==> src/rtl/dly_rd_pkg.sv <==
package dly_rd_pkg;
    localparam int ADDR_W = 32;
    localparam int DATA_W = 32;
    localparam int LEN_W  = 13;
    localparam int CMD_W  = 4;

    localparam logic [CMD_W-1:0] CMD_RD_PLAIN = 4'h6;
    localparam logic [CMD_W-1:0] CMD_RD_LINE  = 4'hE;
    localparam logic [CMD_W-1:0] CMD_RD_MULTI = 4'hC;

    typedef enum logic [1:0] {
        SLOT_EMPTY = 2'd0,
        SLOT_WAIT  = 2'd1,
        SLOT_DONE  = 2'd2
    } slot_st_e;

    typedef enum logic [1:0] {
        ANS_RETRY = 2'd0,
        ANS_DATA  = 2'd1,
        ANS_SPLIT = 2'd2
    } ans_e;

    typedef struct packed {
        slot_st_e            st;
        logic [ADDR_W-1:0]   addr;
        logic [CMD_W-1:0]    cmd;
        logic                par;
        logic                split;
        logic                issued;
        logic [LEN_W-1:0]    len;
        logic [DATA_W-1:0]   data;
    } slot_t;
endpackage

==> src/rtl/dly_rd_len.sv <==
module dly_rd_len
    import dly_rd_pkg::*;
#(
    parameter int PAGE_BYTES = 4096,
    parameter int LINE_BYTES = 64
) (
    input  logic [ADDR_W-1:0] addr_i,
    input  logic [CMD_W-1:0]  cmd_i,
    input  logic              wide_i,
    input  logic              fast_i,
    output logic              is_read_o,
    output logic [LEN_W-1:0]  len_o
);
    localparam int OFF_W = $clog2(PAGE_BYTES);

    logic [LEN_W-1:0] base;
    logic [LEN_W-1:0] room;

    always_comb begin
        is_read_o = 1'b1;
        base      = '0;
        case (cmd_i)
            CMD_RD_PLAIN: base = LEN_W'(4);
            CMD_RD_LINE:  base = LEN_W'(LINE_BYTES);
            CMD_RD_MULTI: begin
                base = wide_i ? LEN_W'(LINE_BYTES * 4) : LEN_W'(LINE_BYTES * 2);
                if (fast_i) base = base << 1;
            end
            default: is_read_o = 1'b0;
        endcase
        room  = LEN_W'(PAGE_BYTES) - LEN_W'(addr_i[OFF_W-1:0]);
        len_o = (base > room) ? room : base;
    end

    // a read never reaches past its page
    always_comb begin
        if (is_read_o) begin
            a_r4_page_clamp: assert (len_o <= room && len_o != '0);
        end
    end
endmodule

==> src/rtl/dly_rd_pick.sv <==
module dly_rd_pick #(
    parameter int N  = 4,
    parameter int IW = 2
) (
    input  logic [N-1:0]  vec_i,
    output logic          found_o,
    output logic [IW-1:0] idx_o
);
    always_comb begin
        found_o = 1'b0;
        idx_o   = '0;
        for (int i = N - 1; i >= 0; i--) begin
            if (vec_i[i]) begin
                found_o = 1'b1;
                idx_o   = IW'(i);
            end
        end
    end
endmodule

==> src/rtl/dly_rd_tracker.sv <==
module dly_rd_tracker
    import dly_rd_pkg::*;
#(
    parameter int DEPTH      = 4,
    parameter int PAGE_BYTES = 4096,
    parameter int LINE_BYTES = 64,
    localparam int TAG_W     = (DEPTH > 1) ? $clog2(DEPTH) : 1
) (
    input  logic              clk,
    input  logic              rst_n,
    input  logic              split_mode,
    input  logic              req_valid,
    input  logic [ADDR_W-1:0] req_addr,
    input  logic [CMD_W-1:0]  req_cmd,
    input  logic              req_par,
    input  logic              req_wide,
    input  logic              req_fast,
    output logic              rsp_valid,
    output logic [1:0]        rsp_code,
    output logic [TAG_W-1:0]  rsp_tag,
    output logic [DATA_W-1:0] rsp_data,
    output logic              fetch_valid,
    input  logic              fetch_ready,
    output logic [TAG_W-1:0]  fetch_tag,
    output logic [ADDR_W-1:0] fetch_addr,
    output logic [LEN_W-1:0]  fetch_len,
    input  logic              cpl_valid,
    input  logic [TAG_W-1:0]  cpl_tag,
    input  logic [DATA_W-1:0] cpl_data,
    output logic              sc_valid,
    output logic [TAG_W-1:0]  sc_tag,
    output logic [DATA_W-1:0] sc_data
);
    typedef struct packed {
        slot_t [DEPTH-1:0]  slot;
        logic               rsp_valid;
        logic [1:0]         rsp_code;
        logic [TAG_W-1:0]   rsp_tag;
        logic [DATA_W-1:0]  rsp_data;
        logic               sc_valid;
        logic [TAG_W-1:0]   sc_tag;
        logic [DATA_W-1:0]  sc_data;
    } state_t;

    state_t st_d, st_q;

    logic [DEPTH-1:0] free_vec, hit_vec, send_vec, occ_q;
    logic             free_any, hit_any, send_any;
    logic [TAG_W-1:0] free_idx, hit_idx, send_idx;
    logic             is_read;
    logic [LEN_W-1:0] new_len;

    dly_rd_len #(.PAGE_BYTES(PAGE_BYTES), .LINE_BYTES(LINE_BYTES)) u_len (
        .addr_i(req_addr), .cmd_i(req_cmd), .wide_i(req_wide), .fast_i(req_fast),
        .is_read_o(is_read), .len_o(new_len)
    );

    always_comb begin
        for (int i = 0; i < DEPTH; i++) begin
            free_vec[i] = (st_q.slot[i].st == SLOT_EMPTY);
            send_vec[i] = (st_q.slot[i].st == SLOT_WAIT) && !st_q.slot[i].issued;
            hit_vec[i]  = (st_q.slot[i].st != SLOT_EMPTY) && !st_q.slot[i].split
                          && (st_q.slot[i].addr == req_addr)
                          && (st_q.slot[i].cmd  == req_cmd)
                          && (st_q.slot[i].par  == req_par);
        end
        occ_q = ~free_vec;
    end

    dly_rd_pick #(.N(DEPTH), .IW(TAG_W)) u_pick_free (
        .vec_i(free_vec), .found_o(free_any), .idx_o(free_idx));
    dly_rd_pick #(.N(DEPTH), .IW(TAG_W)) u_pick_hit (
        .vec_i(hit_vec), .found_o(hit_any), .idx_o(hit_idx));
    dly_rd_pick #(.N(DEPTH), .IW(TAG_W)) u_pick_send (
        .vec_i(send_vec), .found_o(send_any), .idx_o(send_idx));

    assign fetch_valid = send_any;
    assign fetch_tag   = send_idx;
    assign fetch_addr  = st_q.slot[send_idx].addr;
    assign fetch_len   = st_q.slot[send_idx].len;

    always_comb begin
        st_d           = st_q;
        st_d.rsp_valid = 1'b0;
        st_d.sc_valid  = 1'b0;

        if (send_any && fetch_ready) begin
            st_d.slot[send_idx].issued = 1'b1;
        end

        if (cpl_valid && (int'(cpl_tag) < DEPTH)
            && st_q.slot[cpl_tag].st == SLOT_WAIT && st_q.slot[cpl_tag].issued) begin
            if (st_q.slot[cpl_tag].split) begin
                st_d.slot[cpl_tag].st = SLOT_EMPTY;
                st_d.sc_valid         = 1'b1;
                st_d.sc_tag           = cpl_tag;
                st_d.sc_data          = cpl_data;
            end else begin
                st_d.slot[cpl_tag].st   = SLOT_DONE;
                st_d.slot[cpl_tag].data = cpl_data;
            end
        end

        if (req_valid && is_read) begin
            st_d.rsp_valid = 1'b1;
            st_d.rsp_code  = ANS_RETRY;
            st_d.rsp_tag   = '0;
            if (!split_mode && hit_any) begin
                st_d.rsp_tag = hit_idx;
                if (st_q.slot[hit_idx].st == SLOT_DONE) begin
                    st_d.rsp_code            = ANS_DATA;
                    st_d.rsp_data            = st_q.slot[hit_idx].data;
                    st_d.slot[hit_idx].st    = SLOT_EMPTY;
                end
            end else if (free_any) begin
                st_d.slot[free_idx] = '{st: SLOT_WAIT, addr: req_addr, cmd: req_cmd,
                                        par: req_par, split: split_mode, issued: 1'b0,
                                        len: new_len, data: '0};
                st_d.rsp_tag  = free_idx;
                st_d.rsp_code = split_mode ? ANS_SPLIT : ANS_RETRY;
            end
        end
    end

    always_ff @(posedge clk) begin
        if (!rst_n) begin
            st_q <= '0;
        end else begin
            st_q <= st_d;
        end
    end

    assign rsp_valid = st_q.rsp_valid;
    assign rsp_code  = st_q.rsp_code;
    assign rsp_tag   = st_q.rsp_tag;
    assign rsp_data  = st_q.rsp_data;
    assign sc_valid  = st_q.sc_valid;
    assign sc_tag    = st_q.sc_tag;
    assign sc_data   = st_q.sc_data;

    // at most one slot is taken per cycle
    a_r2_one_alloc: assert property (@(posedge clk) disable iff (!rst_n)
        1'b1 |=> $countones(occ_q) <= $past($countones(occ_q)) + 1);

    // a read seen with every slot busy and no match adds no slot
    a_r8_full_no_alloc: assert property (@(posedge clk) disable iff (!rst_n)
        (req_valid && is_read && (&occ_q) && !hit_any) |=>
            $countones(occ_q) <= $past($countones(occ_q)));

    // a data answer leaves its slot empty
    a_r7_data_frees: assert property (@(posedge clk) disable iff (!rst_n)
        (rsp_valid && rsp_code == ANS_DATA) |-> !occ_q[rsp_tag]);

    // a return for a waiting split slot is pushed out next cycle
    a_r9_split_push: assert property (@(posedge clk) disable iff (!rst_n)
        (cpl_valid && st_q.slot[cpl_tag].st == SLOT_WAIT && st_q.slot[cpl_tag].issued
         && st_q.slot[cpl_tag].split) |=> (sc_valid && sc_tag == $past(cpl_tag)));

    // a return for an idle slot produces no split completion
    a_r11_stray_cpl: assert property (@(posedge clk) disable iff (!rst_n)
        (cpl_valid && st_q.slot[cpl_tag].st == SLOT_EMPTY) |=> !sc_valid);
endmodule

==> config.mk <==
export PLATFORM = sky130hd
export DESIGN_NAME = dly_rd_tracker
export DESIGN_NICKNAME = d
export VERILOG_FILES = /design/src/rtl/dly_rd_pkg.sv /design/src/rtl/dly_rd_len.sv /design/src/rtl/dly_rd_pick.sv /design/src/rtl/dly_rd_tracker.sv
export SDC_FILE = /design/constraint.sdc
export NUM_CORES = 1
export LEC_CHECK = 0
export ABC_AREA = 1
export BUFFER_PORTS_ARGS = -buffer_cell sky130_fd_sc_hd__buf_2
export CORE_ASPECT_RATIO = 1.25
export CORE_UTILIZATION = 54
export DETAILED_ROUTE_END_ITERATION = 8
export GPL_TIMING_DRIVEN = 0
export PLACE_DENSITY = 0.77
export SLEW_MARGIN = 30
export SYNTH_ARGS = -nofsm -noshare
export SYNTH_HDL_FRONTEND = slang
export SYNTH_SLANG_ARGS = --single-unit
==> constraint.sdc <==
create_clock -name clk -period 2.46 [get_ports clk]
set_input_delay 0.123 -clock clk [delete_from_list [all_inputs] [get_ports clk]]
set_output_delay 0.123 -clock clk [all_outputs]
set_load 0.01 [all_outputs]
==> impl_metrics.py <==
metrics = {
    "status": {
        "status": "finished, violations left",
        "violations": "hold timing, setup timing",
    },
    "timing": {
        "relSlewSlack": 0.289,
        "finalCritPeriodShare": 1.10,
        "final-max-slew-violation-count": 0,
        "worst_slack_ns": -0.248,
        "final-hold-violation-count": 1,
        "setup_viol": 303,
        "holdWs_ns": -0.00507,
        "rsz0062_at_grt": "true",
        "clock_skew_ns": 0.0292,
        "max_freq_mhz": 369,
        "worst_slew_pin_slew_ns": 1.07,
        "fin_crit_ns": 2.71,
    },
    "synth": {
        "synthSimpleGateAreaFrac": 0.255,
        "synthAdderAreaFrac": 0.00554,
        "yosys_warnings": 0,
        "syn_inst": 2954,
        "yosysMostFrequentCell": "nand2_1",
        "yosysUniqueCellTypes": 44,
        "synthArstFlopShare": 0,
        "synth_ff_type": "dfxtp_1",
        "synth_compound_gate_area_share": 0.160,
        "synth_top_area_share": 0.410,
        "netlist_area_sq_um": 20300,
        "synth-edff-count": 0,
        "yosysTopAreaCell": "dfxtp_1",
        "syn-num-nets": 3042,
        "seq_area_frac_synth": 0.410,
        "synth_xor_area_frac": 0.0280,
        "synth_top_family_by_area": "simple AND/OR/NAND/NOR gates",
        "ys_seq_elements": 416,
        "netlist_top_cells_area": "dfxtp_1 41%, nand2_1 12%, nor2_1 7.3%, inv_1 6.2%, o21ai_0 4.6%",
        "avgSynthCellArea_sq_um": 6.88,
        "synth_common_cells": "647 x nand2_1, 416 x dfxtp_1, 394 x nor2_1",
        "synth_mux_area_frac": 0.00197,
    },
    "power": {
        "power_mw": 15.8,
        "p_per_area_nw_per_um2": 565,
        "power_leakage_nw": 11.8,
        "irDropWorstVdd_mv": 0.507,
    },
    "grt": {
        "grt_use_total": 0.432,
        "grt_max_degree": 16,
        "grt_pass1_vias": 21186,
        "overflow": 0,
        "grt_pass1_wl_um": 124000,
        "antenna_found_initial": 3,
    },
    "clock_tree": {
        "clockBufferDepth": 3,
        "cts_max_level": 2,
        "tritoncts": "yes",
        "cts-root-buf": "clkbuf_16",
        "cts.clk_slew.worst_paths_ns": 0.07,
        "cts_made_buffers": 43,
        "clkLatencyLatePin_ns": 0.58,
        "cts.sinks": 416,
    },
    "floorplan": {
        "design.core.area_sq_um": 37200,
        "die_width_um": 176,
        "start_util": 0.547,
        "num_rows": 79,
        "ios": 199,
        "die_y_um": 219,
        "die-area_sq_um": 38400,
    },
    "routing": {
        "route.vias.total": 22512,
        "wl_um": 89000,
        "drc_errors": 0,
        "antenna_left": 0,
        "viasPerCell": 5.82,
        "drt-initial-drc-count": 2196,
        "post_drt_wl_per_cell_um": 23.0,
        "detail_route.first_pass.iterations": 6,
    },
    "critical_path": {
        "cp_data_arrival_time_ns": 3.18,
        "path_max_fanout": 10,
        "r2r-start": "st_q[213]",
        "required_ns": 2.93,
        "startpoint": "st_q[213]",
        "criticalPathCategory": "register to register",
        "end_kind": "register",
        "start_kind": "register",
    },
    "final_layout": {
        "drive_gt1_frac": 0.282,
        "nets": 3436,
        "area_delta_synth_final_pct": 37.1,
        "utilization": 0.750,
        "fillCellCount": 2773,
    },
    "placement": {
        "io_buffers": 170,
        "dp_hpwl_um": 59800,
        "gp_congestion": 1.04,
    },
    "min_path": {
        "hold_start": "req_addr[4]",
        "min_path_type": "primary input to register",
    },
    "flow_run": {
        "drv_cap": 0,
    },
}
[cells in the final DEF, fill, tap and decap left out, types with 42 or more instances in the layout]
cell,synthesis,layout
buf_4,90,164
nand3_1,183,169
inv_2,47,71
clkbuf_16,0,61
dfxtp_1,416,381
nand2_2,10,51
dlygate4sd3_1,0,72
nor2_2,8,42
a21oi_1,108,101
o22ai_1,97,92
nor2_1,394,333
nand2_1,647,581
buf_2,57,191
o21ai_0,188,150
inv_1,336,302
o21ai_1,29,48
[critical path, stage by stage (launching register included)]
cell     delay (ns)
dfxtp_4        0.37
xor2_4         0.22
nor2_2         0.14
nand2_1        0.06
nor2_1         0.14
nand2_1        0.14
nor2_4         0.24
nor2_4         0.09
buf_6          0.15
nand3_1        0.09
nand2_1        0.08
inv_2          0.05
nand3_2        0.10
nor2_4         0.12
buf_12         0.14
buf_12         0.14
buf_12         0.14
nand2_1        0.06
nand2_1        0.06
nor2_1         0.05
[per-stage QoR]
step	TNS [ns]	area, sq um	std cells	setup WS, ns
global placement	-328.86	21800	3610	-1.05
global route	-36.34	27900	3868	-0.337
finish	-21.96	27900	3869	-0.248
detailed placement	-331.61	21800	3610	-1.05
CTS	-18.49	26000	3807	-0.161
floorplan	0	20400	2954	0.0142
[state kept, by name (all words and copies together) (netlist names)]
| name | flops |
|---|---|
| rsp_code | 2 |
| rsp_data | 32 |
| rsp_tag | 2 |
| rsp_valid | 1 |
| sc_data | 32 |
| sc_tag | 2 |
| sc_valid | 1 |
| st_q | 344 |
[layout make-up]
class                   count  area, sq um  share of cell area
multi-input cells        1901        10800               0.387
flip-flops and latches    416         8380               0.301
repair buffers            350         2920               0.105
plain buffers             245         2000              0.0718
inverters                 390         1530              0.0550
clock buffers              57         1230              0.0441
well taps                 486          608              0.0218
clock inverters            22          389              0.0140
repair inverters            1         16.3            0.000584
diodes                      1         2.50           0.0000898
[what timing repair did]
item,CTS,global route
pin swaps,18,77
gates resized for setup,356,395
gates cloned,8,12
hold buffers,81,0
setup endpoints to repair,459,451
hold endpoints to repair,220,0
buffers inserted,29,54
[cell families after synthesis]
family	Yosys count
buf+inv	638
compound gates	551
mux	4
fa+ha+maj	9
flops	416
simple gates	1271
xor+xnor	65
[final timing paths]
kind                 end  slack (ns)  depth (start not counted)
max          rsp_data[5]       -0.25                         19
min            st_q[214]      -0.005                          3
max reg2reg  rsp_data[5]       -0.25                         19
min reg2reg    st_q[200]        0.43                          2
[power breakdown]
| part | total (mW) | internal, mW | switching [mW] |
|---|---|---|---|
| Combinational | 1.39 | 0.477 | 0.910 |
| Clock | 7.58 | 4.59 | 3.00 |
| Sequential | 6.78 | 6.76 | 0.0229 |
| Total | 15.8 | 11.8 | 3.93 |
[per-layer routing]
layer  wire, um  GRT usage  vias up  share of wire
li1           -          -    10210              -
met1      29700      0.455    10410           0.33
met2      42100      0.742     1420           0.47
met3       7510     0.0743      468          0.084
met4       9590      0.392        4           0.11
met5         25          0        -        0.00028
Note: power is estimated with default switching activity, not from simulation.
